--- src/rtl/scl_pkg.sv ---
package scl_pkg;
  localparam int FRAME_BITS = 32;
  localparam int ADDR_BITS  = 2;
  localparam int DATA_BITS  = FRAME_BITS - ADDR_BITS;
  localparam int ODIV_W     = 3;
  localparam int FB_W       = 15;
  localparam int REF_W      = 12;
  localparam int PW_W       = 2;
  localparam int TEST_W     = 19;
  localparam int CTL_W      = 11 + TEST_W;
  localparam int CNT_W      = $clog2(FRAME_BITS + 2);

  typedef enum logic [ADDR_BITS-1:0] {
    ADR_DIV  = 2'b00,
    ADR_NONE = 2'b01,
    ADR_CTL  = 2'b10,
    ADR_TRIG = 2'b11
  } addr_e;
endpackage

--- src/rtl/scl_sync.sv ---
module scl_sync #(
  parameter int WIDTH = 3,
  parameter int STAGES = 2,
  parameter logic [WIDTH-1:0] RST_VAL = '0
) (
  input  logic             clk,
  input  logic             rst_n,
  input  logic [WIDTH-1:0] d,
  output logic [WIDTH-1:0] q
);
  logic [WIDTH-1:0] st [STAGES];

  always_ff @(posedge clk or negedge rst_n) begin
    if (!rst_n) begin
      for (int s = 0; s < STAGES; s++) st[s] <= RST_VAL;
    end else begin
      st[0] <= d;
      for (int s = 1; s < STAGES; s++) st[s] <= st[s-1];
    end
  end

  assign q = st[STAGES-1];
endmodule

--- src/rtl/scl_shifter.sv ---
module scl_shifter
  import scl_pkg::*;
(
  input  logic                  clk,
  input  logic                  rst_n,
  input  logic                  csn_s,
  input  logic                  sclk_s,
  input  logic                  sdat_s,
  output logic                  frm_valid,
  output logic [FRAME_BITS-1:0] frm_data
);
  localparam logic [CNT_W-1:0] CNT_FULL = CNT_W'(FRAME_BITS);
  localparam logic [CNT_W-1:0] CNT_OVER = CNT_W'(FRAME_BITS + 1);

  logic                  sclk_d, csn_d;
  logic [CNT_W-1:0]      cnt;
  logic [FRAME_BITS-1:0] sr;
  logic                  sclk_rise, cs_rise;

  assign sclk_rise = sclk_s & ~sclk_d;
  assign cs_rise   = csn_s & ~csn_d;

  always_ff @(posedge clk or negedge rst_n) begin
    if (!rst_n) begin
      sclk_d    <= 1'b0;
      csn_d     <= 1'b1;
      cnt       <= '0;
      sr        <= '0;
      frm_valid <= 1'b0;
    end else begin
      sclk_d    <= sclk_s;
      csn_d     <= csn_s;
      frm_valid <= cs_rise && (cnt == CNT_FULL);
      if (csn_s) begin
        cnt <= '0;
      end else if (sclk_rise) begin
        sr <= {sdat_s, sr[FRAME_BITS-1:1]};
        if (cnt != CNT_OVER) cnt <= cnt + 1'b1;
      end
    end
  end

  assign frm_data = sr;

  assert_cnt_bound_R6: assert property (@(posedge clk) disable iff (!rst_n)
    cnt <= CNT_OVER);
  assert_idle_clear_R7: assert property (@(posedge clk) disable iff (!rst_n)
    csn_s |=> cnt == '0);
  assert_single_commit_R8: assert property (@(posedge clk) disable iff (!rst_n)
    frm_valid |=> !frm_valid);
endmodule

--- src/rtl/scl_decode.sv ---
module scl_decode
  import scl_pkg::*;
(
  input  logic                  clk,
  input  logic                  rst_n,
  input  logic                  frm_valid,
  input  logic [FRAME_BITS-1:0] frm_data,
  output logic [DATA_BITS-1:0]  div_q,
  output logic [CTL_W-1:0]      ctl_q,
  output logic                  trig_strobe
);
  addr_e                addr;
  logic [DATA_BITS-1:0] pay;

  assign addr = addr_e'(frm_data[ADDR_BITS-1:0]);
  assign pay  = frm_data[FRAME_BITS-1:ADDR_BITS];

  always_ff @(posedge clk or negedge rst_n) begin
    if (!rst_n) begin
      div_q       <= '0;
      ctl_q       <= '0;
      trig_strobe <= 1'b0;
    end else begin
      trig_strobe <= 1'b0;
      if (frm_valid) begin
        case (addr)
          ADR_DIV:  div_q <= pay;
          ADR_CTL:  ctl_q <= pay[CTL_W-1:0];
          ADR_TRIG: trig_strobe <= 1'b1;
          default:  ;
        endcase
      end
    end
  end

  assert_strobe_pulse_R9: assert property (@(posedge clk) disable iff (!rst_n)
    trig_strobe |=> !trig_strobe);
  assert_strobe_no_write_R4: assert property (@(posedge clk) disable iff (!rst_n)
    trig_strobe |-> ($stable(div_q) && $stable(ctl_q)));
  assert_hold_idle_R8: assert property (@(posedge clk) disable iff (!rst_n)
    !frm_valid |=> ($stable(div_q) && $stable(ctl_q) && !trig_strobe));
endmodule

--- src/rtl/serial_cmd_loader.sv ---
module serial_cmd_loader
  import scl_pkg::*;
#(
  parameter int SYNC_STAGES = 2
) (
  input  logic              clk,
  input  logic              rst_n,
  input  logic              ser_csn,
  input  logic              ser_clk,
  input  logic              ser_dat,
  output logic [ODIV_W-1:0] odiv_sel,
  output logic [FB_W-1:0]   fb_div,
  output logic [REF_W-1:0]  ref_div,
  output logic              spike_sup,
  output logic              pulse_pol,
  output logic [PW_W-1:0]   pulse_width,
  output logic              trig_edge,
  output logic              out_src,
  output logic              halt_all,
  output logic              halt_vco,
  output logic              pump_off,
  output logic              filt_sep,
  output logic              updn_en,
  output logic [TEST_W-1:0] test_en,
  output logic              trig_strobe
);
  logic [2:0]            s_q;
  logic                  frm_valid;
  logic [FRAME_BITS-1:0] frm_data;
  logic [DATA_BITS-1:0]  div_q;
  logic [CTL_W-1:0]      ctl_q;

  scl_sync #(.WIDTH(3), .STAGES(SYNC_STAGES), .RST_VAL(3'b100)) u_sync (
    .clk(clk), .rst_n(rst_n), .d({ser_csn, ser_clk, ser_dat}), .q(s_q)
  );

  scl_shifter u_shift (
    .clk(clk), .rst_n(rst_n), .csn_s(s_q[2]), .sclk_s(s_q[1]), .sdat_s(s_q[0]),
    .frm_valid(frm_valid), .frm_data(frm_data)
  );

  scl_decode u_dec (
    .clk(clk), .rst_n(rst_n), .frm_valid(frm_valid), .frm_data(frm_data),
    .div_q(div_q), .ctl_q(ctl_q), .trig_strobe(trig_strobe)
  );

  assign odiv_sel    = div_q[ODIV_W-1:0];
  assign fb_div      = div_q[ODIV_W+FB_W-1:ODIV_W];
  assign ref_div     = div_q[DATA_BITS-1:ODIV_W+FB_W];
  assign spike_sup   = ctl_q[0];
  assign pulse_pol   = ctl_q[1];
  assign pulse_width = ctl_q[3:2];
  assign trig_edge   = ctl_q[4];
  assign out_src     = ctl_q[5];
  assign halt_all    = ctl_q[6];
  assign halt_vco    = ctl_q[7];
  assign pump_off    = ctl_q[8];
  assign filt_sep    = ctl_q[9];
  assign updn_en     = ctl_q[10];
  assign test_en     = ctl_q[CTL_W-1:11];
endmodule

--- config.mk ---
export PLATFORM = sky130hd
export DESIGN_NAME = serial_cmd_loader
export DESIGN_NICKNAME = d
export VERILOG_FILES = /design/src/rtl/scl_pkg.sv /design/src/rtl/scl_sync.sv /design/src/rtl/scl_shifter.sv /design/src/rtl/scl_decode.sv /design/src/rtl/serial_cmd_loader.sv
export SDC_FILE = /design/constraint.sdc
export NUM_CORES = 1
export LEC_CHECK = 0
export BUFFER_PORTS_ARGS = -buffer_cell sky130_fd_sc_hd__buf_2
export CORE_MARGIN = 4
export CORE_UTILIZATION = 56
export CTS_BUF_LIST = sky130_fd_sc_hd__clkbuf_8 sky130_fd_sc_hd__clkbuf_16
export CTS_CLUSTER_SIZE = 8
export DETAILED_ROUTE_END_ITERATION = 7
export PLACE_DENSITY = 0.79
export SETUP_SLACK_MARGIN = 0.15
export SKIP_LAST_GASP = 1
export SLEW_MARGIN = 20
export SYNTH_ARGS = -nofsm -noshare
export SYNTH_HDL_FRONTEND = slang
export SYNTH_HIERARCHICAL = 1
export SYNTH_SLANG_ARGS = --single-unit
--- constraint.sdc ---
create_clock -name clk -period 1.95 [get_ports clk]
set_input_delay 0.195 -clock clk [delete_from_list [all_inputs] [get_ports clk]]
set_output_delay 0.195 -clock clk [all_outputs]
set_load 0.05 [all_outputs]
==> load_flow_metrics.sql <==
INSERT INTO impl_metrics (metric_group, metric, value, unit) VALUES
('critical_path', 'critical_path_class', 'reg2reg', ''),
('power', 'power_frac_comb', '0.044', ''),
('critical_path', 'cp-startpoint', 'u_shift/cnt[0]$_DFFE_PN0P_', ''),
('critical_path', 'critical_path_required_time', '2.24', 'ns'),
('yosys', 'post_synth.cell_area_avg', '16.5', 'sq um'),
('die', 'start_util', '0.572', ''),
('power', 'p_leak', '2.61', 'nW'),
('placement', 'pre_cts_slack', '0.431', 'ns'),
('worst_hold_path', 'number_of_cells_traversed_by_the_worst_hold_path', '0', ''),
('timing', 'tightestPinTransition', '0.597', 'ns'),
('clock_tree', 'cts_tree', 'yes', ''),
('yosys', 'synth.lib_cells_used.distinct', '29', ''),
('timing', 'hold_viol', '0', ''),
('final_layout', 'post_route_cells_drive_above_1_share', '0.544', ''),
('clock_tree', 'cts.clk_slew.worst_paths', '0.09', 'ns'),
('critical_path', 'rr_worst_depth', '4', ''),
('clock_tree', 'cts_resized', '0', ''),
('placement', 'buffer_ports.inserted', '65', ''),
('final_layout', 'fillers', '527', ''),
('yosys', 'postSynth.topFlopCell', 'sky130_fd_sc_hd__dfrtp_1', ''),
('timing', 'clock-skew-final', '0.0134', 'ns'),
('yosys', 'synth_edf_count', '0', ''),
('power', 'power_density', '833', 'nW/um^2'),
('detailed_routing', 'antenna_violating_nets_left', '0', ''),
('clock_tree', 'hold_buffers', '4', ''),
('die', 'dieArea', '8810', 'sq um'),
('timing', 'setup_total_negative_slack', '0', 'ns'),
('timing', 'timing.slew.headroom', '0.602', ''),
('final_layout', 'multi_input_area', '1320', 'sq um'),
('yosys', 'synth.yosys.seq_area_share', '0.655', ''),
('timing', 'max_slew_violations', '0', ''),
('die', 'top_level_ports', '66', ''),
('yosys', 'netlist_area', '4130', 'sq um'),
('critical_path', 'crit-reg2reg-launch', 'u_shift/cnt[0]$_DFFE_PN0P_', ''),
('clock_tree', 'clock_sinks', '108', ''),
('critical_path', 'cp-end-kind', 'flop', ''),
('final_layout', 'finish.utilization', '0.670', ''),
('critical_path', 'reg2reg_to', 'u_shift/cnt[4]$_DFFE_PN0P_', ''),
('final_layout', 'commonest_non_fill_non_tap_cell_in_the_layout', 'sky130_fd_sc_hd__dfrtp_1', ''),
('detailed_routing', 'initialDrtViolationCount', '84', ''),
('yosys', 'synthTopCellsByArea', 'sky130_fd_sc_hd__dfrtp_1, sky130_fd_sc_hd__mux2_2, sky130_fd_sc_hd__mux2_1, sky130_fd_sc_hd__dfstp_2, sky130_fd_sc_hd__buf_4', ''),
('yosys', 'async_flop_share', '1.00', ''),
('power', 'switching_power_total', '0.000887', 'W'),
('critical_path', 'setup_slack_of_the_most_critical_reg_to_reg_path', '0.43', 'ns'),
('worst_hold_path', 'timing.hold.worst_endpoint', 'u_sync/q[1]$_DFF_PN0_', ''),
('global_route', 'global_router_s_overall_resource_usage', '0.165', ''),
('power', 'power_switching_share', '0.220', ''),
('critical_path', 'worst_setup_start_kind', 'flop', ''),
('yosys', 'synth_top_cell_by_area', 'sky130_fd_sc_hd__dfrtp_1', ''),
('yosys', 'yosys_warnings', '6', ''),
('worst_hold_path', 'hold_path.class', 'reg2reg', ''),
('detailed_routing', 'firstDrtPassIters', '4', ''),
('timing', 'fmaxAchievable', '0.656', 'GHz'),
('job', 'max-cap-violations', '0', ''),
('clock_tree', 'clock_tree.root_cell', 'sky130_fd_sc_hd__clkbuf_8', ''),
('yosys', 'cell_count_after_synthesis', '251', ''),
('timing', 'setup_repair_after_global_routing_missed_its_margin', 'false', ''),
('power', 'pwr-share-seq', '0.601', ''),
('detailed_routing', 'dr_total_vias', '2235', ''),
('final_layout', 'layout.cells.most_common_list', 'sky130_fd_sc_hd__dfrtp_1, sky130_fd_sc_hd__mux2_2, sky130_fd_sc_hd__buf_2, sky130_fd_sc_hd__clkbuf_8, sky130_fd_sc_hd__mux2_1', ''),
('final_layout', 'areaGrowthSynthToFinish', '17.1', '%'),
('timing', 'final.period_utilization', '0.781', ''),
('final_layout', 'antenna-diode-count', '0', ''),
('power', 'p_clk_frac', '0.355', ''),
('run_status', 'status', 'completed', ''),
('power', 'p_int', '0.00314', 'W'),
('clock_tree', 'maximum_level_of_the_cts_h_tree', '3', ''),
('global_route', 'antenna_found_initial', '0', ''),
('detailed_routing', 'drc_errors', '0', ''),
('yosys', 'synthDominantCellAreaShare', '0.636', ''),
('clock_tree', 'postCtsSetupRepairBufs', '0', '');
worst max path at each step:
stage          slack (ns)                         end  cells past startpoint
2_1_floorplan        0.61  u_shift/cnt[4]$_DFFE_PN0P_                      4
3_3_place_gp         0.51  u_shift/cnt[4]$_DFFE_PN0P_                      4
3_5_place_dp         0.43  u_shift/cnt[4]$_DFFE_PN0P_                      4
4_1_cts              0.43  u_shift/cnt[4]$_DFFE_PN0P_                      4
5_1_grt              0.37  u_shift/cnt[4]$_DFFE_PN0P_                      4
6_report             0.43  u_shift/cnt[4]$_DFFE_PN0P_                      4
power by group through the flow:
| stage | Combinational [W] | Sequential [W] | Clock, W |
|---|---|---|---|
| 3_3_place_gp | 0.000168 | 0.00246 | 0 |
| 6_report | 0.000178 | 0.00242 | 0.00143 |
| 2_1_floorplan | 0.000112 | 0.00243 | 0 |
| 3_5_place_dp | 0.000175 | 0.00246 | 0 |
| 4_1_cts | 0.000182 | 0.00242 | 0.00148 |
| 5_1_grt | 0.000197 | 0.00244 | 0.00159 |
critical path: stages (launching register included):
cell and delay [ns]:
sky130_fd_sc_hd__dfrtp_1 0.49, sky130_fd_sc_hd__ha_1 0.21, sky130_fd_sc_hd__inv_1 0.06, sky130_fd_sc_hd__or4_1 0.52
sky130_fd_sc_hd__a21oi_1 0.17
kinds of logic after synthesis:
| kind of cell | count (synthesis) | synth area share |
|---|---|---|
| flip-flops | 108 | 0.655 |
| buffers and inverters | 18 | 0.0282 |
| multiplexers | 93 | 0.254 |
| adder cells (fa/ha/maj) | 3 | 0.00909 |
| AND/OR/NAND/NOR | 19 | 0.0348 |
| AO/OA/AOI/OAI | 10 | 0.0191 |
layout make-up:
type | count | share of cell area
clock inverters | 7 | 0.0189
repair buffers | 77 | 0.0937
inverters | 5 | 0.00388
clock buffers | 9 | 0.0256
flip-flops and latches | 108 | 0.560
multi-input cells | 125 | 0.273
well taps | 99 | 0.0256
cells in the mapped netlist (2+ instances only):
cell	instances
sky130_fd_sc_hd__inv_1	5
sky130_fd_sc_hd__dfrtp_1	105
sky130_fd_sc_hd__buf_2	3
sky130_fd_sc_hd__mux2_2	85
sky130_fd_sc_hd__a2111o_1	2
sky130_fd_sc_hd__nor2b_1	2
sky130_fd_sc_hd__nand3b_1	2
sky130_fd_sc_hd__nand4_1	3
sky130_fd_sc_hd__o311ai_1	2
sky130_fd_sc_hd__mux2_1	8
sky130_fd_sc_hd__buf_6	3
sky130_fd_sc_hd__dfstp_2	3
sky130_fd_sc_hd__a21oi_1	3
sky130_fd_sc_hd__o31ai_1	2
sky130_fd_sc_hd__or4_1	2
sky130_fd_sc_hd__ha_1	3
sky130_fd_sc_hd__buf_4	6
through the flow:
step           power, W  cells  hold slack (ns)  cell area [sq um]
2_1_floorplan   0.00254    251           -0.101               4130
6_report        0.00403    430            0.353               4840
5_1_grt         0.00423    430            0.369               4840
4_1_cts         0.00408    430            0.355               4840
3_5_place_dp    0.00264    410            0.243               4580
3_3_place_gp    0.00263    410            0.240               4580
sequential cells by signal, summed over array words and instances, names as in the netlist:
signal,count
u_dec/ctl_q,30
u_shift/sclk_d,1
u_shift/frm_data,32
u_sync/st,3
u_dec/div_q,30
u_shift/cnt,6
u_shift/csn_d,1
u_dec/trig_strobe,1
u_shift/frm_valid,1
u_sync/q,3
routing by layer:
layer	wire length, um	vias to the layer above	part of all wire	GRT usage
met2	3230	51	0.48	0.245
met3	310	7	0.046	0.0425
met5	0	-	0	0
li1	-	1042	-	-
met1	3070	1135	0.46	0.234
met4	87	0	0.013	0.0614
No activity file was read; power rests on OpenSTA's default activity.
